==> src/rtl/vtg_pkg.sv <==
package vtg_pkg;
  localparam int unsigned H_W = 16;
  localparam int unsigned F_W = 32;

  localparam logic [3:0] A_CTRL  = 4'd0;
  localparam logic [3:0] A_HTIME = 4'd1;
  localparam logic [3:0] A_FLEN  = 4'd2;
  localparam logic [3:0] A_VPW   = 4'd3;
  localparam logic [3:0] A_HWIN  = 4'd4;
  localparam logic [3:0] A_VFIRST= 4'd5;
  localparam logic [3:0] A_VLAST = 4'd6;
  localparam logic [3:0] A_FILL  = 4'd7;
  localparam logic [3:0] A_UCLR  = 4'd8;

  typedef struct packed {
    logic [H_W-1:0] h_per;
    logic [H_W-1:0] h_pw;
    logic [H_W-1:0] h_first;
    logic [H_W-1:0] h_last;
    logic [F_W-1:0] f_len;
    logic [F_W-1:0] v_pw;
    logic [F_W-1:0] v_first;
    logic [F_W-1:0] v_last;
  } vtg_timing_t;
endpackage

==> src/rtl/vtg_regs.sv <==
module vtg_regs
  import vtg_pkg::*;
#(
  parameter int unsigned ADDR_W = 4,
  parameter int unsigned PIX_W  = 24
) (
  input  logic              clk_i,
  input  logic              rst_ni,
  input  logic              wr_en_i,
  input  logic [ADDR_W-1:0] wr_addr_i,
  input  logic [31:0]       wr_data_i,
  input  logic              load_i,
  input  logic              ufl_set_i,
  output logic              en_o,
  output vtg_timing_t       tim_o,
  output logic [PIX_W-1:0]  fill_o,
  output logic              ufl_o
);
  vtg_timing_t      live_q;
  logic [PIX_W-1:0] live_fill_q;
  logic             ufl_clr;

  assign ufl_clr = wr_en_i && (wr_addr_i == ADDR_W'(A_UCLR));

  always_ff @(posedge clk_i or negedge rst_ni) begin
    if (!rst_ni) begin
      en_o        <= 1'b0;
      live_q      <= '0;
      live_fill_q <= '0;
    end else if (wr_en_i) begin
      case (wr_addr_i)
        ADDR_W'(A_CTRL):   en_o <= wr_data_i[0];
        ADDR_W'(A_HTIME):  {live_q.h_per, live_q.h_pw} <= wr_data_i;
        ADDR_W'(A_FLEN):   live_q.f_len <= wr_data_i;
        ADDR_W'(A_VPW):    live_q.v_pw <= wr_data_i;
        ADDR_W'(A_HWIN):   {live_q.h_last, live_q.h_first} <= wr_data_i;
        ADDR_W'(A_VFIRST): live_q.v_first <= wr_data_i;
        ADDR_W'(A_VLAST):  live_q.v_last <= wr_data_i;
        ADDR_W'(A_FILL):   live_fill_q <= wr_data_i[PIX_W-1:0];
        default: ;
      endcase
    end
  end

  // shadow copy used by counters and decode
  always_ff @(posedge clk_i or negedge rst_ni) begin
    if (!rst_ni) begin
      tim_o  <= '0;
      fill_o <= '0;
    end else if (load_i) begin
      tim_o  <= live_q;
      fill_o <= live_fill_q;
    end
  end

  // set wins over clear
  always_ff @(posedge clk_i or negedge rst_ni) begin
    if (!rst_ni)        ufl_o <= 1'b0;
    else if (ufl_set_i) ufl_o <= 1'b1;
    else if (ufl_clr)   ufl_o <= 1'b0;
  end
endmodule

==> src/rtl/vtg_counters.sv <==
module vtg_counters
  import vtg_pkg::*;
(
  input  logic           clk_i,
  input  logic           rst_ni,
  input  logic           en_i,
  input  vtg_timing_t    tim_i,
  output logic [H_W-1:0] h_cnt_o,
  output logic [F_W-1:0] f_cnt_o,
  output logic           wrap_o
);
  assign wrap_o = en_i && (f_cnt_o == tim_i.f_len - 1'b1);

  always_ff @(posedge clk_i or negedge rst_ni) begin
    if (!rst_ni) begin
      h_cnt_o <= '0;
      f_cnt_o <= '0;
    end else if (!en_i || wrap_o) begin
      h_cnt_o <= '0;
      f_cnt_o <= '0;
    end else begin
      f_cnt_o <= f_cnt_o + 1'b1;
      h_cnt_o <= (h_cnt_o == tim_i.h_per - 1'b1) ? '0 : h_cnt_o + 1'b1;
    end
  end
endmodule

==> src/rtl/vtg_out.sv <==
module vtg_out
  import vtg_pkg::*;
#(
  parameter int unsigned PIX_W = 24
) (
  input  logic             en_i,
  input  logic [H_W-1:0]   h_cnt_i,
  input  logic [F_W-1:0]   f_cnt_i,
  input  vtg_timing_t      tim_i,
  input  logic [PIX_W-1:0] fill_i,
  input  logic [PIX_W-1:0] pix_i,
  input  logic             pix_valid_i,
  output logic             hsync_o,
  output logic             vsync_o,
  output logic             de_o,
  output logic [PIX_W-1:0] pix_o,
  output logic             ufl_set_o
);
  logic h_in, v_in;

  assign h_in = (h_cnt_i >= tim_i.h_first) && (h_cnt_i <= tim_i.h_last);
  assign v_in = (f_cnt_i >= tim_i.v_first) && (f_cnt_i <= tim_i.v_last);

  assign hsync_o   = en_i && (h_cnt_i < tim_i.h_pw);
  assign vsync_o   = en_i && (f_cnt_i < tim_i.v_pw);
  assign de_o      = en_i && h_in && v_in;
  assign pix_o     = !de_o ? '0 : (pix_valid_i ? pix_i : fill_i);
  assign ufl_set_o = de_o && !pix_valid_i;
endmodule

==> src/rtl/frame_timing_gen.sv <==
module frame_timing_gen
  import vtg_pkg::*;
#(
  parameter int unsigned ADDR_W = 4,
  parameter int unsigned PIX_W  = 24
) (
  input  logic              clk_i,
  input  logic              rst_ni,
  input  logic              wr_en_i,
  input  logic [ADDR_W-1:0] wr_addr_i,
  input  logic [31:0]       wr_data_i,
  input  logic [PIX_W-1:0]  pix_i,
  input  logic              pix_valid_i,
  output logic              hsync_o,
  output logic              vsync_o,
  output logic              de_o,
  output logic [PIX_W-1:0]  pix_o,
  output logic              underflow_o
);
  vtg_timing_t      tim;
  logic [PIX_W-1:0] fill;
  logic             en, wrap, ufl_set;
  logic [H_W-1:0]   h_cnt;
  logic [F_W-1:0]   f_cnt;

  vtg_regs #(.ADDR_W(ADDR_W), .PIX_W(PIX_W)) u_regs (
    .clk_i, .rst_ni, .wr_en_i, .wr_addr_i, .wr_data_i,
    .load_i(!en || wrap), .ufl_set_i(ufl_set),
    .en_o(en), .tim_o(tim), .fill_o(fill), .ufl_o(underflow_o)
  );

  vtg_counters u_cnt (
    .clk_i, .rst_ni, .en_i(en), .tim_i(tim),
    .h_cnt_o(h_cnt), .f_cnt_o(f_cnt), .wrap_o(wrap)
  );

  vtg_out #(.PIX_W(PIX_W)) u_out (
    .en_i(en), .h_cnt_i(h_cnt), .f_cnt_i(f_cnt), .tim_i(tim), .fill_i(fill),
    .pix_i, .pix_valid_i, .hsync_o, .vsync_o, .de_o, .pix_o,
    .ufl_set_o(ufl_set)
  );

  assert_h_range_R2: assert property (@(posedge clk_i) disable iff (!rst_ni)
    (en && tim.h_per != '0) |-> (h_cnt < tim.h_per));

  assert_frame_step_R3: assert property (@(posedge clk_i) disable iff (!rst_ni)
    (en && $past(en) && f_cnt != '0) |-> (f_cnt == $past(f_cnt) + 1'b1));

  assert_shadow_hold_R7: assert property (@(posedge clk_i) disable iff (!rst_ni)
    (en && $past(en) && f_cnt != '0) |-> ($stable(tim) && $stable(fill)));

  assert_idle_zero_R8: assert property (@(posedge clk_i) disable iff (!rst_ni)
    !en |=> (h_cnt == '0 && f_cnt == '0));

  assert_ufl_sticky_R6: assert property (@(posedge clk_i) disable iff (!rst_ni)
    (de_o && !pix_valid_i) |=> underflow_o);
endmodule

==> config.mk <==
export PLATFORM = sky130hd
export DESIGN_NAME = frame_timing_gen
export DESIGN_NICKNAME = d
export VERILOG_FILES = /design/src/rtl/vtg_pkg.sv /design/src/rtl/vtg_regs.sv /design/src/rtl/vtg_counters.sv /design/src/rtl/vtg_out.sv /design/src/rtl/frame_timing_gen.sv
export SDC_FILE = /design/constraint.sdc
export NUM_CORES = 1
export LEC_CHECK = 0
export BUFFER_PORTS_ARGS = -buffer_cell sky130_fd_sc_hd__buf_2
export CORE_AREA = 2 2 268 217
export CTS_CLUSTER_SIZE = 10
export DETAILED_ROUTE_END_ITERATION = 8
export DIE_AREA = 0 0 270 219
export PLACE_DENSITY = 0.66
export SETUP_SLACK_MARGIN = 0.2
export SKIP_CTS_REPAIR_TIMING = 1
export SLEW_MARGIN = 20
export SYNTH_ARGS = -nofsm -noshare
export SYNTH_HDL_FRONTEND = slang
export SYNTH_HIERARCHICAL = 1
export SYNTH_SLANG_ARGS = --single-unit
==> constraint.sdc <==
create_clock -name clk_i -period 4.5 [get_ports clk_i]
set_input_delay 0.675 -clock clk_i [delete_from_list [all_inputs] [get_ports clk_i]]
set_output_delay 0.675 -clock clk_i [all_outputs]
set_load 0.02 [all_outputs]
* Yosys cells after proc, flatten, opt, wreduce, memory -nomap -nowiden *
Index checks and enable logic that the tools add are counted.

word-level totals
  ROM bits = 0
  memories kept = 0
  latch bits = 0
  logic and storage cells = 71
  memory bits (writable) = 0
  output and inout port bits = 28
  input bits = 64
  register bits after elaboration = 482

cells by class
  muxes and demuxes = 7
  order comparisons = 6
  shift-type cells = 0
  multipliers = 0
  reductions and logical operators = 22
  add/subtract/negate cells = 4
  divide/modulo/power cells = 0
  equal/unequal tests = 10
  bitwise gates (word level) = 0

operators with widths
  kind                     number
  $mux W24                 2
  $add A32 B1 Y32 const B  1
  $eq A32 B32 Y1           1
  $ge A32 B32 Y1           1
  $le A32 B32 Y1           1
  $lt A32 B32 Y1           1
  $mux W16                 2
  $mux W32                 1
  $sub A32 B1 Y32 const B  1
  $add A16 B1 Y16 const B  1
  $eq A16 B16 Y1           1
  $eq A4 B3 Y1 const B     4
  $ge A16 B16 Y1           1
  $le A16 B16 Y1           1
  $lt A16 B16 Y1           1
  $reduce_and A2 Y1        8
  $sub A16 B1 Y16 const B  1
  $logic_and A1 B1 Y1      9
  $eq A4 B2 Y1 const B     2
  $eq A4 B1 Y1 const B     1
  $eq A4 B4 Y1 const B     1
  $logic_not A4 Y1         1
  $logic_not A1 Y1         2
  $mux W1                  2
  2 further kinds          2

* Depth between registers and ports, before layout *
Gate-level depths: netlist of the first run.

  depth in word-level cells = 6
  depth in mapped cells = 15
  depth with buffers taken out = 11

* Modules after synthesis *
Netlist of the first run, hierarchy kept.

modules (own cells, without submodules)
  module            times used  sequential area each (um^2)  cells an instance  area an instance (um^2)
  vtg_regs          1           10860.4                      929                16260.6
  vtg_out           1           0.0                          581                4534.3
  vtg_counters      1           1201.2                       511                4314.1
  frame_timing_gen  1           0.0                          1                  6.3

* Least setup slack after synthesis of the first run *
Ideal clock, no wire load.

  path type = reg2reg
  from = register u_regs/tim_o[96] (netlist bit)
  to = register u_regs/tim_o[100] (netlist bit)
  data arrival time = 3.943 ns
  path slack = 0.432 ns
  stages on the path, launching flop included = 16
  required time = 4.375 ns
  library setup time = 0.125 ns
  buffers on the path = 4
  clock period less this slack = 4.068 ns
  cell sequence = dfrtp_1 -> inv_1 -> ha_1 -> nor3b_2 -> nand4_1 -> nor4_2 -> xnor2_1 -> or4_4 -> a2111oi_4 -> buf_4 -> and3_1 -> nand2b_1 -> clkbuf_1 -> clkbuf_1 -> buf_2 -> mux2_2

on the way
  longest elaborated chain between the ends = 4

ends and longest elaborated chain
  what                    line                    text
  start, declared         vtg_regs.sv:15          output vtg_timing_t tim_o,
  start signal, assigned  vtg_regs.sv:51          tim_o <= live_q;
  $sub A32 B1 Y32         vtg_counters.sv:12      assign wrap_o = en_i && (f_cnt_o == tim_i.f_len - 1'b1);
  $eq A32 B32 Y1          vtg_counters.sv:12
  $logic_and A1 B1 Y1     vtg_counters.sv:12
  via wrap                frame_timing_gen.sv:22  logic en, wrap, ufl_set;
  $logic_or A1 B1 Y1      frame_timing_gen.sv:28  .load_i(!en || wrap), .ufl_set_i(ufl_set),

The timed path passes the listed nets, and every way through them passes these cells.
A chain may end at the register's enable or synchronous reset.

* Worst setup path after layout of the first run *
  from = register u_cnt.f_cnt_o[23]
  to = output port pix_o[0]

on the way
  longest elaborated chain between the ends = 4
  elaborated cells between the ends (all ways) = 5
  classes of those cells = order compare (2); mux (1); reduce/logical (2)

ends and longest elaborated chain
  what                                              line                    text
  start, declared                                   vtg_counters.sv:9       output logic [F_W-1:0] f_cnt_o,
  start signal, assigned                            vtg_counters.sv:22      f_cnt_o <= f_cnt_o + 1'b1;
  $ge A32 B32 Y1 or $le A32 B32 Y1 (tied branches)  vtg_out.sv:22           assign v_in = (f_cnt_i >= tim_i.v_first) && (f_cnt_i <= tim_i.v_last);
  $logic_and A1 B1 Y1 (*)                           vtg_out.sv:22
  $logic_and A1 B1 Y1 (*)                           vtg_out.sv:26           assign de_o = en_i && h_in && v_in;
  $mux W24 (*)                                      vtg_out.sv:27           assign pix_o = !de_o ? '0 : (pix_valid_i ? pix_i : fill_i);
  end, declared                                     frame_timing_gen.sv:17  output logic [PIX_W-1:0] pix_o,

Mark *: on every way between the ends. The rest lies on a longest branch, timed or not.

==> results of run 1 <==
[power groups by stage]
stage	registers [W]	logic [W]	clock network, W
2_1_floorplan	0.00622	0.00306	0
3_3_place_gp	0.00651	0.00374	0
3_5_place_dp	0.00658	0.00388	0
4_1_cts	0.00652	0.00392	0.00390
5_1_grt	0.00670	0.00436	0.00407
6_report	0.00652	0.00393	0.00381
[area by class of cell]
class                   instances  area, sq um  area share (%)
diodes                          1         2.50         0.00895
multi-input cells            1291        12000            42.9
repair buffers                133          918            3.28
well taps                     760          951            3.40
inverters                     155          582            2.08
clock buffers                  59         1400            5.01
clock inverters                 3         33.8           0.121
flip-flops and latches        482        12100            43.1
[stage by stage]
stage	worst slack (ns)	instances	util, %	area (sq um)	hold slack, ns
2_1_floorplan	0.432	2022	-	25100	0.379
3_3_place_gp	0.504	2813	46.9	26400	0.461
3_5_place_dp	0.401	2813	46.9	26400	0.466
4_1_cts	0.0395	2875	49.4	27800	0.146
5_1_grt	0.0988	2883	49.6	28000	0.191
6_report	0.202	2884	49.7	28000	0.134
[sequential cells by signal (all words and copies together) (netlist names)]
| signal | count |
|---|---|
| u_regs/tim_o | 192 |
| u_regs/live_q | 192 |
| u_regs/fill_o | 24 |
| u_regs/en_o | 1 |
| u_regs/live_fill_q | 24 |
| u_cnt/h_cnt_o | 16 |
| u_regs/ufl_o | 1 |
| u_cnt/f_cnt_o | 32 |
[path summary, 6_finish.rpt]
check / endpoint / slack (ns) / depth (start not counted) / from
setup reg to reg: u_regs/tim_o[51]$_DFFE_PN0P_ / 0.40 / 10 / u_regs/tim_o[104]$_DFFE_PN0P_
min in group clk_i: u_regs/ufl_o$_DFFE_PN0P_ / 0.41 / 3 / wr_addr_i[3]
max in group asynchronous: u_regs/fill_o[9]$_DFFE_PN0P_ / 3.31 / 2 / rst_ni
hold reg to reg: u_regs/ufl_o$_DFFE_PN0P_ / 0.47 / 1 / u_regs/ufl_o$_DFFE_PN0P_
hold / removal: u_regs/tim_o[142]$_DFFE_PN0P_ / 0.13 / 1 / rst_ni
setup / recovery: pix_o[0] / 0.20 / 10 / u_cnt/f_cnt_o[23]$_DFF_PN0_
[cells in the mapped netlist (4+ instances only)]
cell | number | area, sq um
nor3b_1 | 5 | 37.5
or3_1 | 5 | 31.3
clkbuf_1 | 31 | 116
nor4b_1 | 5 | 43.8
buf_6 | 16 | 180
o211ai_1 | 4 | 30.0
nand2b_1 | 6 | 37.5
nor3_1 | 26 | 130
a211oi_1 | 26 | 195
mux2_1 | 6 | 67.6
a21oi_1 | 77 | 385
or4_1 | 9 | 67.6
and4_1 | 10 | 87.6
a2111oi_0 | 4 | 35.0
a21o_1 | 14 | 105
inv_1 | 154 | 578
nand4b_1 | 4 | 35.0
and3_1 | 10 | 62.6
nor2b_1 | 6 | 37.5
o21a_1 | 5 | 37.5
xnor2_1 | 69 | 604
a41oi_1 | 4 | 35.0
dfrtp_1 | 482 | 12100
nand2_1 | 76 | 285
nor3b_2 | 4 | 50.1
mux2i_1 | 5 | 50.1
o311ai_0 | 17 | 149
a31oi_1 | 7 | 43.8
nor4_2 | 24 | 300
buf_2 | 43 | 215
mux2_4 | 30 | 450
nor4_1 | 18 | 113
mux2_2 | 423 | 4760
nand3b_1 | 6 | 45.0
xor2_1 | 35 | 307
nand3_1 | 28 | 140
nor2_1 | 32 | 120
o21ai_0 | 25 | 125
ha_1 | 146 | 1830
nand4_1 | 55 | 344
[placed cells by master (no fill, tap or decap), drive strengths merged, types with 4 or more instances in the layout]
cell	netlist	layout
nor4	45	45
nand4b	4	4
nand2b	6	6
ha	146	146
a41oi	4	4
or3	5	5
a21oi	80	80
a21o	14	14
nor3b	9	9
o21ai	29	29
o21a	5	5
inv	154	156
and2	4	4
mux2i	5	5
nor3	28	28
clkbuf	31	59
o211ai	6	6
nor2b	6	6
a31oi	7	7
o311ai	17	17
a211oi	28	28
dfrtp	482	482
buf	63	133
nor4b	5	5
and3	10	10
nand4	59	59
nor2	32	32
and4	10	10
a2111oi	7	7
nand2	77	77
xnor2	69	69
nand3b	9	9
xor2	35	35
mux2	459	459
or4	10	10
nand3	28	28
[kinds of logic after synthesis]
kind of cell,share of synthesized area (%)
compound gates,6.45
xor+xnor,3.63
fa+ha+maj,7.27
buf+inv,4.44
flops,48.0
mux,21.2
simple gates,8.96
[worst max-delay path: cells and delay by family, from the launching register on]
kind                     cells  cell delay [ns]
AO/OA/AOI/OAI                2             0.49
flip-flops                   1             0.52
adder cells (fa/ha/maj)      1             0.37
buffers and inverters        3             0.54
AND/OR/NAND/NOR              4             1.11
[routing by layer]
metal	share of wire, %	track usage, %
met4	3.1	7.07
met1	47	29.9
met5	0	0
met2	44	32.2
met3	5.5	4.11
==> flow_results.xml, run 1 <==
<?xml version="1.0" encoding="UTF-8"?>
<metrics>
  <group name="status">
    <metric name="run_status" unit="">finished, final reports clean</metric>
  </group>
  <group name="floorplanning">
    <metric name="top_level_ports" unit="">92</metric>
    <metric name="die_width" unit="um">270</metric>
    <metric name="die_area" unit="sq um">59100</metric>
    <metric name="floorplan.initialDensity" unit="%">44.6</metric>
    <metric name="floorplan.rows" unit="">78</metric>
    <metric name="die_h" unit="um">219</metric>
    <metric name="core_region_area" unit="sq um">56300</metric>
  </group>
  <group name="synthesis">
    <metric name="synth_area_per_cell" unit="sq um">12.4</metric>
    <metric name="synth_cells" unit="">2022</metric>
    <metric name="synth-seq-area-share" unit="%">48.0</metric>
    <metric name="yosys_most_used_dff" unit="">dfrtp_1</metric>
    <metric name="synth_seq_cells" unit="">482</metric>
    <metric name="number_of_nets_in_the_synthesized_netlist" unit="">2232</metric>
    <metric name="synth_area" unit="sq um">25100</metric>
    <metric name="number_of_enable_type_register_cells_in_the_synthesized_netlist" unit="">0</metric>
    <metric name="synth-async-reset-ratio" unit="%">100</metric>
    <metric name="synth.distinct_cells" unit="">87</metric>
    <metric name="synth-warning-count" unit="">6</metric>
  </group>
  <group name="power">
    <metric name="p_leak" unit="nW">12.7</metric>
    <metric name="ir_drop" unit="mV">0.275</metric>
    <metric name="power.share.sequential" unit="%">45.7</metric>
    <metric name="power.share.combinational" unit="%">27.6</metric>
    <metric name="cell_internal_pwr" unit="W">0.00977</metric>
    <metric name="power.total" unit="W">0.0143</metric>
    <metric name="pwr-share-clk" unit="%">26.7</metric>
    <metric name="swShare" unit="%">31.4</metric>
    <metric name="p_switching" unit="W">0.00448</metric>
    <metric name="power-per-cell-area" unit="nW/um^2">510</metric>
  </group>
  <group name="worst_setup_path">
    <metric name="slowest_stage" unit="">dfrtp_1</metric>
    <metric name="crit_path_start_kind" unit="">flop</metric>
    <metric name="timing.critical_path.required" unit="ns">3.83</metric>
    <metric name="critical_path_peak_fanout" unit="">8</metric>
    <metric name="critPathCaptureType" unit="">output port</metric>
    <metric name="delay_of_the_slowest_critical_path_stage" unit="ns">0.52</metric>
    <metric name="path_class" unit="">reg2out</metric>
    <metric name="crit_arrival" unit="ns">3.62</metric>
    <metric name="path_cells" unit="">ha_1, nand4_1, nor2_2, o2111ai_1, a21oi_2, nor3_4, buf_12, buf_4, nor4_1, buf_2</metric>
  </group>
  <group name="clock_network">
    <metric name="inserted_clock_buffers" unit="">54</metric>
    <metric name="cts.reportedPaths.clkPinSlew" unit="ns">0.06</metric>
    <metric name="clock_latency" unit="ns">0.60</metric>
    <metric name="clock_sinks" unit="">482</metric>
    <metric name="h-tree-depth" unit="">2</metric>
    <metric name="ctsLongestPathBuffers" unit="">3</metric>
    <metric name="root_buffer" unit="">clkbuf_16</metric>
    <metric name="cts_tree" unit="">yes</metric>
  </group>
  <group name="layout">
    <metric name="num-nets-final" unit="">2327</metric>
    <metric name="area_growth" unit="%">11.3</metric>
    <metric name="drive_gt1_share" unit="%">34.0</metric>
    <metric name="fill_cells" unit="">4992</metric>
  </group>
  <group name="sta">
    <metric name="grt_setup_unrepaired" unit="">yes</metric>
    <metric name="max_slew_margin" unit="%">24.3</metric>
    <metric name="final-hold-violation-count" unit="">0</metric>
    <metric name="final-setup-viol-count" unit="">0</metric>
    <metric name="fmaxAchievable" unit="GHz">0.233</metric>
    <metric name="tns" unit="ns">0</metric>
    <metric name="timing_max_transition_violations_final" unit="">0</metric>
    <metric name="clock_skew" unit="ns">0.0249</metric>
    <metric name="period_utilisation_layout" unit="%">95.5</metric>
    <metric name="max_slew.worst_pin.slew" unit="ns">1.13</metric>
    <metric name="final.min_clock_period" unit="ns">4.30</metric>
  </group>
  <group name="drt">
    <metric name="antenna_left" unit="">0</metric>
    <metric name="route.vias.total" unit="">16400</metric>
    <metric name="finalWirelength" unit="um">61900</metric>
    <metric name="wl_per_cell" unit="um">21.5</metric>
    <metric name="drtIter0Drc" unit="">1190</metric>
    <metric name="detail_route.drc_violations" unit="">0</metric>
    <metric name="drt_pass1_iterations" unit="">5</metric>
    <metric name="mean_number_of_vias_per_cell" unit="">5.68</metric>
  </group>
  <group name="worst_hold_path">
    <metric name="tightest_hold_check_type" unit="">in2async</metric>
  </group>
  <group name="global_routing">
    <metric name="grt_pass1_vias" unit="">16900</metric>
    <metric name="antenna_found_initial" unit="">0</metric>
    <metric name="grt_overflow_total" unit="">0</metric>
    <metric name="grt_pass1_wl" unit="um">97400</metric>
    <metric name="grt_max_degree" unit="">102</metric>
    <metric name="groute.usage.overall" unit="%">21.0</metric>
  </group>
  <group name="placement">
    <metric name="dp_hpwl" unit="um">42700</metric>
    <metric name="placement.io_buffers" unit="">91</metric>
    <metric name="gp_congestion" unit="">0.858</metric>
  </group>
  <group name="job">
    <metric name="max_cap_violations" unit="">0</metric>
  </group>
</metrics>
(Power assumes the default switching activity.)
==> inputs of run 2 (changes only) <==
Settings changed: PLACE_DENSITY 0.66 to 0.7, TNS_END_PERCENT set to 1.
==> flow_results.xml, run 2 (synthesis results as in run 1) <==
<?xml version="1.0" encoding="UTF-8"?>
<metrics>
  <group name="worst_setup_path">
    <metric name="critical_path_peak_fanout" unit="">8</metric>
    <metric name="timing.critical_path.required" unit="ns">3.83</metric>
    <metric name="slowest_stage" unit="">a2111oi_0</metric>
    <metric name="crit_path_start_kind" unit="">flop</metric>
    <metric name="path_cells" unit="">ha_1, a21oi_1, o21ai_0, a2111oi_0, o41a_1, o31ai_1, a2111oi_2, buf_2</metric>
    <metric name="critPathCaptureType" unit="">output port</metric>
    <metric name="delay_of_the_slowest_critical_path_stage" unit="ns">0.52</metric>
    <metric name="crit_arrival" unit="ns">3.60</metric>
    <metric name="path_class" unit="">reg2out</metric>
  </group>
  <group name="sta">
    <metric name="final.min_clock_period" unit="ns">4.28</metric>
    <metric name="max_slew_margin" unit="%">23.6</metric>
    <metric name="tns" unit="ns">0</metric>
    <metric name="period_utilisation_layout" unit="%">95.1</metric>
    <metric name="grt_setup_unrepaired" unit="">yes</metric>
    <metric name="final-hold-violation-count" unit="">0</metric>
    <metric name="clock_skew" unit="ns">0.0220</metric>
    <metric name="max_slew.worst_pin.slew" unit="ns">1.14</metric>
    <metric name="whs" unit="ns">0.0579</metric>
    <metric name="timing_max_transition_violations_final" unit="">0</metric>
    <metric name="fmaxAchievable" unit="GHz">0.234</metric>
    <metric name="final-setup-viol-count" unit="">0</metric>
    <metric name="post-route-worst-setup-slack" unit="ns">0.222</metric>
  </group>
  <group name="global_routing">
    <metric name="grt_pass1_wl" unit="um">97600</metric>
    <metric name="grt_most_used_layer" unit="">met2</metric>
    <metric name="grt_overflow_total" unit="">0</metric>
    <metric name="grt_max_degree" unit="">129</metric>
    <metric name="groute.usage.overall" unit="%">21.0</metric>
    <metric name="gr-usage-met3" unit="%">4.06</metric>
    <metric name="grt.met1_usage" unit="%">30.4</metric>
    <metric name="globalRouteMet2Util" unit="%">32.3</metric>
    <metric name="grt_pass1_vias" unit="">16900</metric>
    <metric name="antenna_found_initial" unit="">3</metric>
  </group>
  <group name="drt">
    <metric name="drtIter0Drc" unit="">1334</metric>
    <metric name="mean_number_of_vias_per_cell" unit="">5.79</metric>
    <metric name="antenna_left" unit="">0</metric>
    <metric name="drt_pass1_iterations" unit="">5</metric>
    <metric name="wl_per_cell" unit="um">21.6</metric>
    <metric name="finalWirelength" unit="um">62300</metric>
    <metric name="route.vias.total" unit="">16700</metric>
    <metric name="detail_route.drc_violations" unit="">0</metric>
  </group>
  <group name="power">
    <metric name="swShare" unit="%">31.5</metric>
    <metric name="cell_internal_pwr" unit="W">0.00974</metric>
    <metric name="p_leak" unit="nW">12.7</metric>
    <metric name="power-per-cell-area" unit="nW/um^2">509</metric>
    <metric name="p_switching" unit="W">0.00447</metric>
    <metric name="ir_drop" unit="mV">0.332</metric>
    <metric name="power.share.combinational" unit="%">27.6</metric>
    <metric name="power.share.sequential" unit="%">45.8</metric>
    <metric name="pwr-share-clk" unit="%">26.6</metric>
  </group>
  <group name="placement">
    <metric name="placement.io_buffers" unit="">91</metric>
    <metric name="detailedPlace.worstSlack" unit="ns">0.348</metric>
    <metric name="dp_hpwl" unit="um">42400</metric>
    <metric name="gp_congestion" unit="">0.865</metric>
    <metric name="place_inst" unit="">2816</metric>
  </group>
  <group name="layout">
    <metric name="fill_cells" unit="">4902</metric>
    <metric name="num-nets-final" unit="">2330</metric>
    <metric name="drive_gt1_share" unit="%">33.9</metric>
    <metric name="registers_with_the_most_flip_flops" unit="">u_regs/live_q (192), u_regs/tim_o (192), u_cnt/f_cnt_o (32)</metric>
    <metric name="area_growth" unit="%">11.2</metric>
    <metric name="final_common_cell" unit="">dfrtp_1</metric>
    <metric name="final_cells" unit="">2884</metric>
    <metric name="top_library_cells_by_usage_in_the_layout_fill_and_taps_aside" unit="">479 x dfrtp_1, 423 x mux2_2, 154 x inv_1</metric>
  </group>
  <group name="floorplanning">
    <metric name="die_h" unit="um">219</metric>
    <metric name="core_region_area" unit="sq um">56300</metric>
    <metric name="top_level_ports" unit="">92</metric>
    <metric name="die_area" unit="sq um">59100</metric>
    <metric name="floorplan.rows" unit="">78</metric>
    <metric name="die_width" unit="um">270</metric>
    <metric name="floorplan.initialDensity" unit="%">44.6</metric>
  </group>
  <group name="job">
    <metric name="max_cap_violations" unit="">0</metric>
  </group>
  <group name="status">
    <metric name="run_status" unit="">finished, final reports clean</metric>
  </group>
  <group name="clock_network">
    <metric name="inserted_clock_buffers" unit="">54</metric>
    <metric name="ctsLongestPathBuffers" unit="">3</metric>
    <metric name="root_buffer" unit="">clkbuf_16</metric>
    <metric name="cts_tree" unit="">yes</metric>
    <metric name="h-tree-depth" unit="">2</metric>
    <metric name="clock_sinks" unit="">482</metric>
    <metric name="clock_latency" unit="ns">0.59</metric>
    <metric name="cts.reportedPaths.clkPinSlew" unit="ns">0.05</metric>
  </group>
  <group name="worst_hold_path">
    <metric name="tightest_hold_check_type" unit="">in2async</metric>
  </group>
</metrics>
run 2: final timing paths:
kind	start	end	slack, ns	depth (start not counted)
worst max-delay path	u_cnt/f_cnt_o[9]$_DFF_PN0_	vsync_o	0.22	8
worst min-delay path	rst_ni	u_regs/tim_o[188]$_DFFE_PN0P_	0.06	1
worst max register to register	u_regs/tim_o[96]$_DFFE_PN0P_	u_regs/tim_o[71]$_DFFE_PN0P_	0.39	12
worst min register to register	u_regs/live_q[91]$_DFFE_PN0P_	u_regs/live_q[91]$_DFFE_PN0P_	0.48	1
max in group asynchronous	rst_ni	u_cnt/f_cnt_o[5]$_DFF_PN0_	3.27	2
min in group clk_i	wr_addr_i[3]	u_regs/ufl_o$_DFFE_PN0P_	0.45	3
run 2: power groups by stage:
stage	sequential (W)	combinational (W)	clock [W]
after global routing	0.00667	0.00431	0.00407
after CTS	0.00650	0.00390	0.00386
after detailed placement	0.00656	0.00387	0
after floorplan	0.00622	0.00306	0
after global placement	0.00649	0.00369	0
final	0.00651	0.00393	0.00378
run 2: final cells by class:
class,instances,area [sq um],share of cell area (%)
antenna,1,2.50,0.00896
clock buffer,55,1380,4.93
inverter,155,582,2.08
sequential,482,12100,43.2
tap,760,951,3.41
multi-input combinational,1291,12000,42.9
timing repair buffer,136,907,3.25
clock inverter,4,45.0,0.161
run 2: worst max-delay path, delay by kind of cell (launching register included):
| kind | cells | cell delay [ns] |
|---|---|---|
| AO/OA/AOI/OAI | 6 | 1.92 |
| adder cells (fa/ha/maj) | 1 | 0.33 |
| buffers and inverters | 1 | 0.25 |
| flip-flops | 1 | 0.50 |
run 2: layer usage:
metal / share of wire (%) / vias up
met5: 0.021 / -
met3: 6.3 / 99
met2: 44 / 484
met4: 2.4 / 2
li1: - / 7467
met1: 47 / 8636
run 2: through the flow:
stage               utilization (%)  total power, W  instance area, sq um
CTS                            49.4          0.0143                 27800
floorplan                         -         0.00928                 25100
global placement               46.9          0.0102                 26400
finish                         49.6          0.0142                 27900
detailed placement             46.9          0.0104                 26400
global route                   49.6          0.0151                 27900
==> inputs of run 3 (changes only) <==
Settings changed: CORE_AREA 2 2 268 217 to 2 2 212 214, DIE_AREA 0 0 270 219 to 0 0 214 216, PLACE_DENSITY 0.7 to 0.84.
==> flow_results.xml, run 3 (synthesis results as in run 1) <==
<?xml version="1.0" encoding="UTF-8"?>
<metrics>
  <group name="sta">
    <metric name="post-route-worst-setup-slack" unit="ns">0.316</metric>
    <metric name="max_slew.worst_pin.slew" unit="ns">1.16</metric>
    <metric name="fmaxAchievable" unit="GHz">0.239</metric>
    <metric name="grt_setup_unrepaired" unit="">yes</metric>
    <metric name="final-setup-viol-count" unit="">0</metric>
    <metric name="final-hold-violation-count" unit="">0</metric>
    <metric name="final.min_clock_period" unit="ns">4.18</metric>
    <metric name="max_slew_margin" unit="%">22.5</metric>
    <metric name="clock_skew" unit="ns">0.0293</metric>
    <metric name="period_utilisation_layout" unit="%">93.0</metric>
    <metric name="tns" unit="ns">0</metric>
    <metric name="timing_max_transition_violations_final" unit="">0</metric>
  </group>
  <group name="layout">
    <metric name="antenna_cells_inserted" unit="">0</metric>
    <metric name="drive_gt1_share" unit="%">33.3</metric>
    <metric name="area_growth" unit="%">9.94</metric>
    <metric name="registers_with_the_most_flip_flops" unit="">u_regs/live_q (192), u_regs/tim_o (192), u_cnt/f_cnt_o (32)</metric>
    <metric name="fill_cells" unit="">3210</metric>
    <metric name="layout.area.seq" unit="sq um">12100</metric>
    <metric name="multi_input_comb_area" unit="sq um">12000</metric>
    <metric name="top_library_cells_by_usage_in_the_layout_fill_and_taps_aside" unit="">480 x dfrtp_1, 423 x mux2_2, 154 x inv_1</metric>
    <metric name="num-nets-final" unit="">2315</metric>
    <metric name="final_common_cell" unit="">dfrtp_1</metric>
  </group>
  <group name="worst_setup_path">
    <metric name="path_class" unit="">reg2reg</metric>
    <metric name="critPathCapture" unit="">u_regs/tim_o[166]$_DFFE_PN0P_</metric>
    <metric name="r2r_cells" unit="">12</metric>
    <metric name="critPathCaptureType" unit="">flop</metric>
    <metric name="path_cells" unit="">inv_1, ha_1, nor3b_2, nand4_1, nor4_2, xnor2_1, or4_4, a2111oi_4, and3_1, nand2b_4, buf_12, mux2_2</metric>
    <metric name="cp-startpoint" unit="">u_regs/tim_o[96]$_DFFE_PN0P_</metric>
    <metric name="worst-r2r-setup-slack" unit="ns">0.32</metric>
    <metric name="r2r_end" unit="">u_regs/tim_o[166]$_DFFE_PN0P_</metric>
    <metric name="startpoint_of_the_worst_register_to_register_path" unit="">u_regs/tim_o[96]$_DFFE_PN0P_</metric>
    <metric name="crit_arrival" unit="ns">4.67</metric>
    <metric name="timing.critical_path.required" unit="ns">4.99</metric>
    <metric name="critical_path_peak_fanout" unit="">79</metric>
    <metric name="crit_path_start_kind" unit="">flop</metric>
    <metric name="delay_of_the_slowest_critical_path_stage" unit="ns">0.55</metric>
    <metric name="slowest_stage" unit="">or4_4</metric>
  </group>
  <group name="clock_network">
    <metric name="ctsLongestPathBuffers" unit="">3</metric>
    <metric name="clock_sinks" unit="">482</metric>
    <metric name="root_buffer" unit="">clkbuf_16</metric>
    <metric name="cts.reportedPaths.clkPinSlew" unit="ns">0.05</metric>
    <metric name="clock_latency" unit="ns">0.62</metric>
    <metric name="inserted_clock_buffers" unit="">54</metric>
    <metric name="cts_tree" unit="">yes</metric>
    <metric name="h-tree-depth" unit="">2</metric>
  </group>
  <group name="floorplanning">
    <metric name="top_level_ports" unit="">92</metric>
    <metric name="core_region_area" unit="sq um">43800</metric>
    <metric name="floorplan.initialDensity" unit="%">57.3</metric>
    <metric name="die_h" unit="um">216</metric>
    <metric name="die_width" unit="um">214</metric>
    <metric name="die_area" unit="sq um">46200</metric>
    <metric name="floorplan.rows" unit="">77</metric>
  </group>
  <group name="placement">
    <metric name="detailedPlace.worstSlack" unit="ns">0.403</metric>
    <metric name="placement.io_buffers" unit="">91</metric>
    <metric name="dp_hpwl" unit="um">40900</metric>
    <metric name="gp_congestion" unit="">0.917</metric>
  </group>
  <group name="drt">
    <metric name="wl_per_cell" unit="um">22.4</metric>
    <metric name="detail_route.drc_violations" unit="">0</metric>
    <metric name="drtIter0Drc" unit="">1278</metric>
    <metric name="finalWirelength" unit="um">60700</metric>
    <metric name="route.vias.total" unit="">16700</metric>
    <metric name="wl_met1" unit="um">25900</metric>
    <metric name="antenna_left" unit="">0</metric>
    <metric name="met2_wirelength" unit="um">28700</metric>
    <metric name="length_of_routed_met3_wiring" unit="um">3700</metric>
    <metric name="mean_number_of_vias_per_cell" unit="">6.19</metric>
    <metric name="highest-signal-layer" unit="">met5</metric>
    <metric name="drt_pass1_iterations" unit="">5</metric>
  </group>
  <group name="global_routing">
    <metric name="groute.usage.overall" unit="%">26.6</metric>
    <metric name="grt_pass1_vias" unit="">17600</metric>
    <metric name="grt_max_degree" unit="">115</metric>
    <metric name="grt_overflow_total" unit="">0</metric>
    <metric name="antenna_found_initial" unit="">1</metric>
    <metric name="grt_pass1_wl" unit="um">97200</metric>
  </group>
  <group name="worst_hold_path">
    <metric name="tightest_hold_check_type" unit="">in2async</metric>
  </group>
  <group name="power">
    <metric name="power-per-cell-area" unit="nW/um^2">518</metric>
    <metric name="ir_drop" unit="mV">0.410</metric>
    <metric name="p_leak" unit="nW">12.6</metric>
  </group>
  <group name="job">
    <metric name="max_cap_violations" unit="">0</metric>
  </group>
  <group name="status">
    <metric name="run_status" unit="">finished, final reports clean</metric>
  </group>
</metrics>
run 3: metal layers:
layer / vias to the layer above / GRT usage [%]
li1: 7433 / -
met1: 8591 / 35.5
met2: 567 / 43.3
met3: 151 / 4.38
met4: 2 / 11.5
met5: - / 0
run 3: area by class of cell:
class,instances,area share [%]
Clock buffer,61,5.03
Sequential cell,482,43.7
Timing Repair Buffer,121,2.97
Inverter,155,2.11
Multi-Input combinational cell,1291,43.4
Clock inverter,2,0.131
Tap cell,592,2.68
run 3: critical path, delay by kind of cell, from the launching register on:
kind | cells | cell delay (ns)
and+or+nand+nor | 6 | 1.96
DFF | 1 | 0.46
buffers and inverters | 2 | 0.46
muxes | 1 | 0.41
AOI/OAI and AO/OA | 1 | 0.34
adders and majority gates | 1 | 0.25
xor gates and xnor gates | 1 | 0.10
run 3: worst min path at each step:
stage / endpoint / cells after the start
2_1_floorplan: u_cnt/f_cnt_o[0]$_DFF_PN0_ / 0
3_3_place_gp: u_regs/live_q[79]$_DFFE_PN0P_ / 1
3_5_place_dp: u_regs/live_q[84]$_DFFE_PN0P_ / 1
4_1_cts: u_regs/fill_o[10]$_DFFE_PN0P_ / 1
5_1_grt: u_regs/fill_o[11]$_DFFE_PN0P_ / 1
6_report: u_regs/live_fill_q[10]$_DFFE_PN0P_ / 1
run 3: metrics by stage:
step / hold slack, ns / cell area [sq um] / total power (W) / std cells / utilization, %
after CTS: 0.175 / 27600 / 0.0143 / 2702 / 62.9
after global routing: 0.226 / 27600 / 0.0151 / 2704 / 63.0
after detailed placement: 0.477 / 26200 / 0.0105 / 2639 / 59.7
after global placement: 0.462 / 26200 / 0.0101 / 2638 / 59.7
final: 0.144 / 27600 / 0.0143 / 2704 / 63.0
after floorplan: 0.379 / 25100 / 0.00928 / 2022 / -
run 3: report_power, final:
group / total [W] / internal (W) / leakage, nW / switching [W]
clock: 0.00380 / 0.00214 / 0.696 / 0.00166
combinational: 0.00395 / 0.00202 / 5.89 / 0.00194
sequential: 0.00654 / 0.00559 / 5.99 / 0.000950
